<file path="src/rtl/credit_limiter.sv">
module credit_limiter #(
  parameter int CNT_W  = 6,
  parameter int INFL_W = 6,
  parameter int WIDTH  = 4,
  parameter int EVT_W  = 16,
  localparam int NW_W  = $clog2(WIDTH + 1)
) (
  input  logic              clk,
  input  logic              rst_n,
  input  logic              rob_upd,
  input  logic [CNT_W-1:0]  rob_free_in,
  input  logic              rob_empty_in,
  input  logic              iq_upd,
  input  logic [CNT_W-1:0]  iq_free_in,
  input  logic              lsq_upd,
  input  logic [CNT_W-1:0]  lsq_free_in,
  input  logic [NW_W-1:0]   disp_cnt,
  input  logic [NW_W-1:0]   disp_lsq_cnt,
  input  logic [NW_W-1:0]   renamed_cnt,
  input  logic [NW_W-1:0]   avail_cnt,
  output logic [NW_W-1:0]   allow_cnt,
  output logic              block_req,
  output logic [2:0]        full_src,
  output logic              rob_empty,
  output logic [INFL_W-1:0] inflight,
  output logic [EVT_W-1:0]  rob_full_evt,
  output logic [EVT_W-1:0]  iq_full_evt,
  output logic [EVT_W-1:0]  lsq_full_evt
);

  localparam int S  = ((CNT_W > INFL_W) ? CNT_W : INFL_W) + 2;
  localparam int IW = INFL_W + 2;

  logic [CNT_W-1:0]  rob_q, iq_q, lsq_q;
  logic              rob_empty_q;
  logic [INFL_W-1:0] inflight_q;
  logic [EVT_W-1:0]  evt_q [3];

  logic signed [S-1:0] rob_room, iq_room, lsq_room, room_min, avail_s;
  logic [2:0]          lim_src;
  logic [NW_W-1:0]     avail_eff;
  logic signed [IW-1:0] inf_sum;

  assign avail_eff = (avail_cnt > NW_W'(WIDTH)) ? NW_W'(WIDTH) : avail_cnt;
  assign avail_s   = S'(avail_eff);

  assign rob_room = S'(rob_q) - (S'(inflight_q) - S'(disp_cnt));
  assign iq_room  = S'(iq_q)  - (S'(inflight_q) - S'(disp_cnt));
  assign lsq_room = S'(lsq_q) - (S'(inflight_q) - S'(disp_lsq_cnt));

  always_comb begin
    room_min = rob_room;
    lim_src  = 3'b001;
    if (iq_room < room_min) begin
      room_min = iq_room;
      lim_src  = 3'b010;
    end
    if (lsq_room < room_min) begin
      room_min = lsq_room;
      lim_src  = 3'b100;
    end
  end

  always_comb begin
    allow_cnt = '0;
    block_req = 1'b0;
    full_src  = 3'b000;
    if (avail_eff != '0) begin
      if (room_min[S-1] || room_min == '0) begin
        block_req = 1'b1;
        full_src  = lim_src;
      end else if (room_min < avail_s) begin
        allow_cnt = room_min[NW_W-1:0];
        block_req = 1'b1;
        full_src  = lim_src;
      end else begin
        allow_cnt = avail_eff;
      end
    end
  end

  always_ff @(posedge clk or negedge rst_n) begin
    if (!rst_n) begin
      rob_q       <= '0;
      iq_q        <= '0;
      lsq_q       <= '0;
      rob_empty_q <= 1'b1;
    end else begin
      if (rob_upd) begin
        rob_q       <= rob_free_in;
        rob_empty_q <= rob_empty_in;
      end
      if (iq_upd)  iq_q  <= iq_free_in;
      if (lsq_upd) lsq_q <= lsq_free_in;
    end
  end

  assign inf_sum = IW'(inflight_q) + IW'(renamed_cnt) - IW'(disp_cnt);

  always_ff @(posedge clk or negedge rst_n) begin
    if (!rst_n)                inflight_q <= '0;
    else if (inf_sum[IW-1])    inflight_q <= '0;
    else if (inf_sum[INFL_W])  inflight_q <= '1;
    else                       inflight_q <= inf_sum[INFL_W-1:0];
  end

  for (genvar g = 0; g < 3; g++) begin : g_evt
    always_ff @(posedge clk or negedge rst_n) begin
      if (!rst_n)                          evt_q[g] <= '0;
      else if (full_src[g] && evt_q[g] != '1) evt_q[g] <= evt_q[g] + 1'b1;
    end
  end

  assign rob_empty    = rob_empty_q;
  assign inflight     = inflight_q;
  assign rob_full_evt = evt_q[0];
  assign iq_full_evt  = evt_q[1];
  assign lsq_full_evt = evt_q[2];

  assert_allow_le_avail_R7: assert property (@(posedge clk) disable iff (!rst_n)
    allow_cnt <= avail_cnt && allow_cnt <= NW_W'(WIDTH));

  assert_cut_below_avail_R6: assert property (@(posedge clk) disable iff (!rst_n)
    (block_req && allow_cnt != '0) |-> allow_cnt < avail_cnt);

  assert_src_onehot_R4: assert property (@(posedge clk) disable iff (!rst_n)
    block_req |-> $countones(full_src) == 1);

  assert_idle_quiet_R8: assert property (@(posedge clk) disable iff (!rst_n)
    (avail_cnt == '0) |-> (!block_req && full_src == 3'b000));

  assert_evt_mono_R9: assert property (@(posedge clk) disable iff (!rst_n)
    1'b1 |=> (rob_full_evt >= $past(rob_full_evt) && iq_full_evt >= $past(iq_full_evt)
              && lsq_full_evt >= $past(lsq_full_evt)));

  assert_empty_hold_R11: assert property (@(posedge clk) disable iff (!rst_n)
    !rob_upd |=> $stable(rob_empty));

  assert_drain_no_rise_R10: assert property (@(posedge clk) disable iff (!rst_n)
    (renamed_cnt == '0) |=> inflight <= $past(inflight));

endmodule

</file>
<file path="config.mk">
export PLATFORM = sky130hd
export DESIGN_NAME = credit_limiter
export DESIGN_NICKNAME = d
export VERILOG_FILES = /design/src/rtl/credit_limiter.sv
export SDC_FILE = /design/constraint.sdc
export NUM_CORES = 1
export LEC_CHECK = 0
export BUFFER_PORTS_ARGS = -buffer_cell sky130_fd_sc_hd__buf_2
export CORE_ASPECT_RATIO = 1.4
export CORE_UTILIZATION = 50
export CTS_CLUSTER_SIZE = 14
export DETAILED_ROUTE_END_ITERATION = 10
export GPL_ROUTABILITY_DRIVEN = 0
export PLACE_DENSITY = 0.78
export SYNTH_ARGS = -nofsm -noshare
export SYNTH_HDL_FRONTEND = slang
export SYNTH_SLANG_ARGS = --single-unit
</file>
<file path="constraint.sdc">
create_clock -name clk -period 19.67 [get_ports clk]
set_clock_uncertainty 0.05 [all_clocks]
set_input_delay 3.934 -clock clk [delete_from_list [all_inputs] [get_ports clk]]
set_output_delay 3.934 -clock clk [all_outputs]
set_load 0.05 [all_outputs]
</file>
==> run metrics, run 1 <==
Starting Density 52.02%; maximum cell stage delay along the critical path 0.45 ns; synthesized cell area 5741 µm²; library cells used by synthesis 58; data arrival at the endpoint of the critical path approximately 13 ns; post-layout net count 775; result of the run completed; most frequent standard cell in the layout excluding fill and tap cells buf_2; number of slew-limit violations in the final report 0; Crit Path Class primary input to output port; total number of placement rows 45; final critical-path required period ~17 ns; routed wirelength normalized by instance count between 15 and 20 µm; worst hold margin roughly 0.43 ns; Most Frequent Cell on Critical Path ha_1; buffer cell driving the clock tree root clkbuf_16; Post-Syn Instances between 500 and 600; FFs w/ async S/R, synth 100.0%; number of design-rule violations left by the first detailed-router iteration between 100 and 150; Die ar. approximately 12000 µm²; largest net degree at the start of global routing between 70 and 80; remaining global-route overflow 0; insertion delay to the later sink of the worst-skew pair about 0.34 ns; Post-DP HPWL about 10000 µm; clock buffers created by TritonCTS 9; number of nets produced by synthesis slightly below 700; post-CTS repair timing setup buffer count 0; total cell area at the placement stage 6325 µm²; CP max FO a little under 50; worst relative slew slack about 37%; most frequent cells in the layout 97 x buf_2, 72 x dfrtp_1, 52 x xor2_1; sequential cell area in the final layout ~1800 µm²; first-pass iteration count of the detailed router 5; final std cell area, no fill 6668 µm²; H-tree depth 3; die height approximately 130 µm; final critical-path share of the clock period a little under nine tenths; clock edge transition at the registers on the reported setup and hold paths approximately 0.06 ns; Synth warnings 0; crit end category output port; total track usage between 20% and 30%; hold-fix buffer count after cts 0; count of port buffers added during placement 97; total count of hold-check failures in the final report 0; Diodes inserted 0; Die X between 90 and 100 µm; Crit path required time 15.69 ns; post-cts sizing count 0; total number of clock tree sinks between 70 and 80; cell with the biggest individual delay on the critical path o221ai_1; Layout Area Growth over Synthesis 16.15%; Worst-Margin Slew roughly 0.95 ns; via count 4724; filler instances 950; Max clock buf depth 2; number of antenna-violating nets in the routed design 0; share of final-layout standard cells stronger than drive strength 1 about 24%; synthesized area divided by synthesized cell count around 9.6 µm²; Seq/Total Area, Yosys about a third; post-route DRC violation count 0; count of pins on the block boundary 98; Core Area between 10000 and 15000 µm²; Highest Clock Rate 59.56 MHz; number of max-capacitance violations reported 0; via count of the first global-routing pass ~4900; Hold/Removal Path Class flip-flop to flip-flop; final setup violation count 0; clock tree from TritonCTS built; Yosys reg bits 73; Multi-input gate area between 3000 and 4000 µm²; total wirelength of the detailed-routed design between 10000 and 15000 µm; Critical Path Start Type primary input; number of synthesized flops with an enable pin 0; first-pass GRT wire length roughly 22000 µm; setup repair after global routing missed its margin no; initial antenna violation count 0; sum of negative setup slack 0 ns; Top FF cell, synth dfrtp_1; Vias/cell around 5.7
## registers in the layout, summed over array words and instances (netlist names)
signal,flops
iq_full_evt,16
rob_full_evt,16
lsq_full_evt,16
rob_q,6
rob_empty,1
iq_q,6
lsq_q,6
inflight,6
## per-stage QoR
stage	utilization (%)	std cells	setup WS, ns
floorplan	-	595	3.107
global placement	57.31	817	3.410
detailed placement	57.31	817	3.050
CTS	60.42	832	3.012
global route	60.42	832	2.364
finish	60.42	832	2.881
## logic make-up after synthesis
logic type,share of synthesized area (%)
flip-flops,31.84
AO/OA/AOI/OAI,9.285
AND/OR/NAND/NOR,19.53
XOR/XNOR,12.92
buffers and inverters,4.969
multiplexers,7.651
adder cells (fa/ha/maj),13.80
## critical path, delay by kind of cell
| kind | cells | cell delay (ns) |
|---|---|---|
| buffers and inverters | 5 | 0.87 |
| adder cells (fa/ha/maj) | 9 | 2.95 |
| XOR/XNOR | 2 | 0.48 |
| multiplexers | 1 | 0.37 |
| AO/OA/AOI/OAI | 12 | 2.75 |
| AND/OR/NAND/NOR | 8 | 1.44 |
## cell type report
cell class | instances | area share, %
clock buffer | 10 | 3.584
clock inverter | 5 | 1.558
inverter | 47 | 2.646
multi-input combinational | 455 | 54.42
sequential | 73 | 27.42
tap | 141 | 2.646
timing repair buffer | 101 | 7.731
## synth_stat cells, drive strengths merged, types with 3 or more instances
master   n  share of area (%)
o211ai   4               0.52
a21oi   27                2.4
nor4    16                3.3
ha      44                9.6
nor3b    4               0.52
nand4    4               0.44
nand2b   6               0.65
nor2    37                2.4
clkbuf  11               0.72
mux2i   12                2.1
o21ai   14                1.2
inv     47                3.1
buf      9                1.2
o21bai   4               0.52
a21o    12                1.6
and2    12                1.3
o21a     3               0.39
maj3     8                1.4
and3    12                1.3
xnor2   25                3.8
nor3    25                2.7
xor2    52                7.9
nand2   41                2.7
nor4b    3               0.68
dfrtp   72                 31
mux2    27                5.6
nand3   23                2.0
fa       8                2.8
or3      7               0.76
a211oi   3               0.48
xnor3    3                1.2
## path summary, 6_finish.rpt
check | startpoint | to | slack, ns | depth (start not counted)
max | disp_cnt[0] | full_src[1] | 2.88 | 37
min | rob_full_evt[10] | rob_full_evt[10] | 0.43 | 1
max reg2reg | inflight[0] | rob_full_evt[1] | 10.26 | 37
min reg2reg | rob_full_evt[10] | rob_full_evt[10] | 0.43 | 1
max in group asynchronous | rst_n | rob_q[0] | 15.18 | 2
min in group asynchronous | rst_n | iq_full_evt[4] | 3.77 | 2
## routing by layer
layer  track usage (%)  part of all wire (%)  up-vias
met5                 0                     0        -
met4             13.24                   3.8        0
met3             4.551                   4.3       38
met2             45.23                    55      148
met1             24.93                    37     2286
li1                  -                     -     2252
Power of run 1 is left out: the tool's default activity adds up to more than one toggle a clock period on the data nets, which glitch-free logic cannot reach.
==> inputs of run 2 (changes only) <==
--- a/config.mk
+++ b/config.mk
@@ -7,11 +7,11 @@
 export LEC_CHECK = 0
 export BUFFER_PORTS_ARGS = -buffer_cell sky130_fd_sc_hd__buf_2
 export CORE_ASPECT_RATIO = 1.4
-export CORE_UTILIZATION = 50
+export CORE_UTILIZATION = 55
 export CTS_CLUSTER_SIZE = 14
 export DETAILED_ROUTE_END_ITERATION = 10
 export GPL_ROUTABILITY_DRIVEN = 0
-export PLACE_DENSITY = 0.78
+export PLACE_DENSITY = 0.84
 export SYNTH_ARGS = -nofsm -noshare
 export SYNTH_HDL_FRONTEND = slang
 export SYNTH_SLANG_ARGS = --single-unit
==> run 2 against run 1 <==
Compared with the run above:
- critical path depth unchanged
- non-clock buffer count unchanged
- first-iteration DRC count increased by 28%
- wire length decreased by 2.1%
- utilization increased by 5.7 points
- maximum frequency decreased by 0.54%
- flip-flop and latch count unchanged
- via count increased by 0.87%
- worst setup slack got worse by 0.092 ns
- cell area decreased by 0.79%
- largest cell class unchanged
- highest routed layer unchanged
==> run metrics, run 2 (same netlist as run 1, synthesis figures left out) <==
worst relative slew slack 37.97% (+1.5 points); most frequent cells in the layout 97 x buf_2, 72 x dfrtp_1, 52 x xor2_1; insertion delay to the later sink of the worst-skew pair 0.34 ns (about the same); largest net degree at the start of global routing 74 (unchanged); post-route DRC violation count 0 (unchanged); Crit Path Class primary input to output port; total track usage 26.53% (+2.4 points); Die ar. 10860 µm² (-8.9%); number of max-capacitance violations reported 0 (unchanged); crit end category output port; count of pins on the block boundary 98 (unchanged); beginning of the critical path disp_cnt[0]; Core Area 10010 µm² (-9.3%); initial antenna violation count 0 (unchanged); remaining global-route overflow 0 (unchanged); met1 routing resource usage after global routing 27.45% (+2.5 points); most frequent standard cell in the layout excluding fill and tap cells buf_2; post-layout net count 775 (unchanged); total count of hold-check failures in the final report 0 (unchanged); result of the run completed; family with the most delay on the worst path adder cells; share of final-layout standard cells stronger than drive strength 1 24.28% (-0.035 points); critical path depth 37 (unchanged); sum of negative setup slack 0 ns (unchanged); total placed cells including tap cells 811 (-0.73%); post-layout instance count excluding filler cells 827 (-0.60%); clock edge transition at the registers on the reported setup and hold paths 0.06 ns (about the same); first-pass GRT wire length 22120 µm (-1.2%); beginning of the worst register-to-register path inflight[0]; via count 4765 (+0.87%); number of slew-limit violations in the final report 0 (unchanged); routed wirelength normalized by instance count 16.08 µm (-1.5%); die height 122.9 µm (-4.6%); H-tree depth 3 (unchanged); post-CTS repair timing setup buffer count 0 (unchanged); total number of placement rows 43 (-4.4%); final critical-path share of the clock period 85.82% (+0.47 points); post-cts sizing count 0 (unchanged); hold-fix buffer count after cts 0 (unchanged); count of port buffers added during placement 97 (unchanged); met3 global-route usage 4.707% (+0.16 points); Crit path required time 15.69 ns (about the same); clock buffers created by TritonCTS 9 (unchanged); Hold/Removal Path Class flip-flop to flip-flop; data arrival at the endpoint of the critical path 12.90 ns (+0.10 ns); clock tree from TritonCTS built; Die X 88.35 µm (-4.5%); Cells on Worst Hold Path 1 (unchanged); Critical Path Start Type primary input; highest-utilization routing layer at the global route stage met2; number of design-rule violations left by the first detailed-router iteration 146 (+28%); Highest Clock Rate 59.24 MHz (-0.54%); setup repair after global routing missed its margin no; GR Layer Usage met2 47.93% (+2.7 points); maximum cell stage delay along the critical path 0.51 ns (+0.06 ns); Layout Area Growth over Synthesis 15.24%; critical path buffer and inverter count 6 (+1); Worst-Margin Slew 0.9305 ns (-0.02178 ns); Starting Density 57.36% (+5.3 points); CP max FO 49 (unchanged); Post-DP HPWL 10380 µm (-0.41%); Vias/cell 5.762 (+1.5%); Most Frequent Cell on Critical Path ha_1; final critical-path required period 16.88 ns (+0.09181 ns); total wirelength of the detailed-routed design 13300 µm (-2.1%); critical hold path startpoint rob_full_evt[8]; via count of the first global-routing pass 4915 (+1.2%); cell with the biggest individual delay on the critical path fa_1; buffer cell driving the clock tree root clkbuf_16; filler instances 829 (-13%); first-pass iteration count of the detailed router 4 (-1); Max clock buf depth 2 (unchanged); final setup violation count 0 (unchanged); final cell utilization of the core 66.10% (+5.7 points); Diodes inserted 0 (unchanged); number of antenna-violating nets in the routed design 0 (unchanged); length in cells of the worst reg-to-reg path 37 (unchanged); total number of clock tree sinks 73 (unchanged)
-- run 2: cell count changes in the layout (fill, tap and decap cells not counted), sizes merged --
| cell | delta |
|---|---|
| clkbuf | +1 |
| clkinvlp | +2 |
| bufinv | -2 |
-- run 2: routing by layer --
layer / part of all wire [%] / wire (µm)
met5: 0 / 0
met4: 5.6 / 739
met3: 4.0 / 534
met2: 54 / 7208
met1: 36 / 4813
-- run 2: stage by stage --
stage / setup WS (ns) / hold slack (ns) / area, µm²
2_1_floorplan: 3.107 / 0.4375 / 5741
5_1_grt: 2.207 / 0.4491 / 6615
3_5_place_dp: 2.941 / 0.4215 / 6317
3_3_place_gp: 3.425 / 0.4188 / 6317
6_report: 2.790 / 0.4275 / 6615
4_1_cts: 2.886 / 0.4299 / 6615
-- run 2: path summary, 6_finish.rpt --
check                           slack (ns)                to
worst max-delay path                  2.79       full_src[1]
worst min register to register        0.43   rob_full_evt[8]
max in group asynchronous            15.20          lsq_q[5]
min in group asynchronous             3.76    iq_full_evt[2]
worst max register to register       10.16  rob_full_evt[12]
worst min-delay path                  0.43   rob_full_evt[8]
-- run 2: final cells by class --
cell class / instances / area [µm²] / area share (%)
flip-flops and latches: 73 / 1828 / 27.63
clock inverters: 5 / 55.05 / 0.8322
repair buffers: 101 / 515.5 / 7.793
inverters: 47 / 176.4 / 2.667
clock buffers: 11 / 242.7 / 3.669
multi-input cells: 455 / 3628 / 54.85
well taps: 135 / 168.9 / 2.553
Power of run 2 is left out for the same reason.
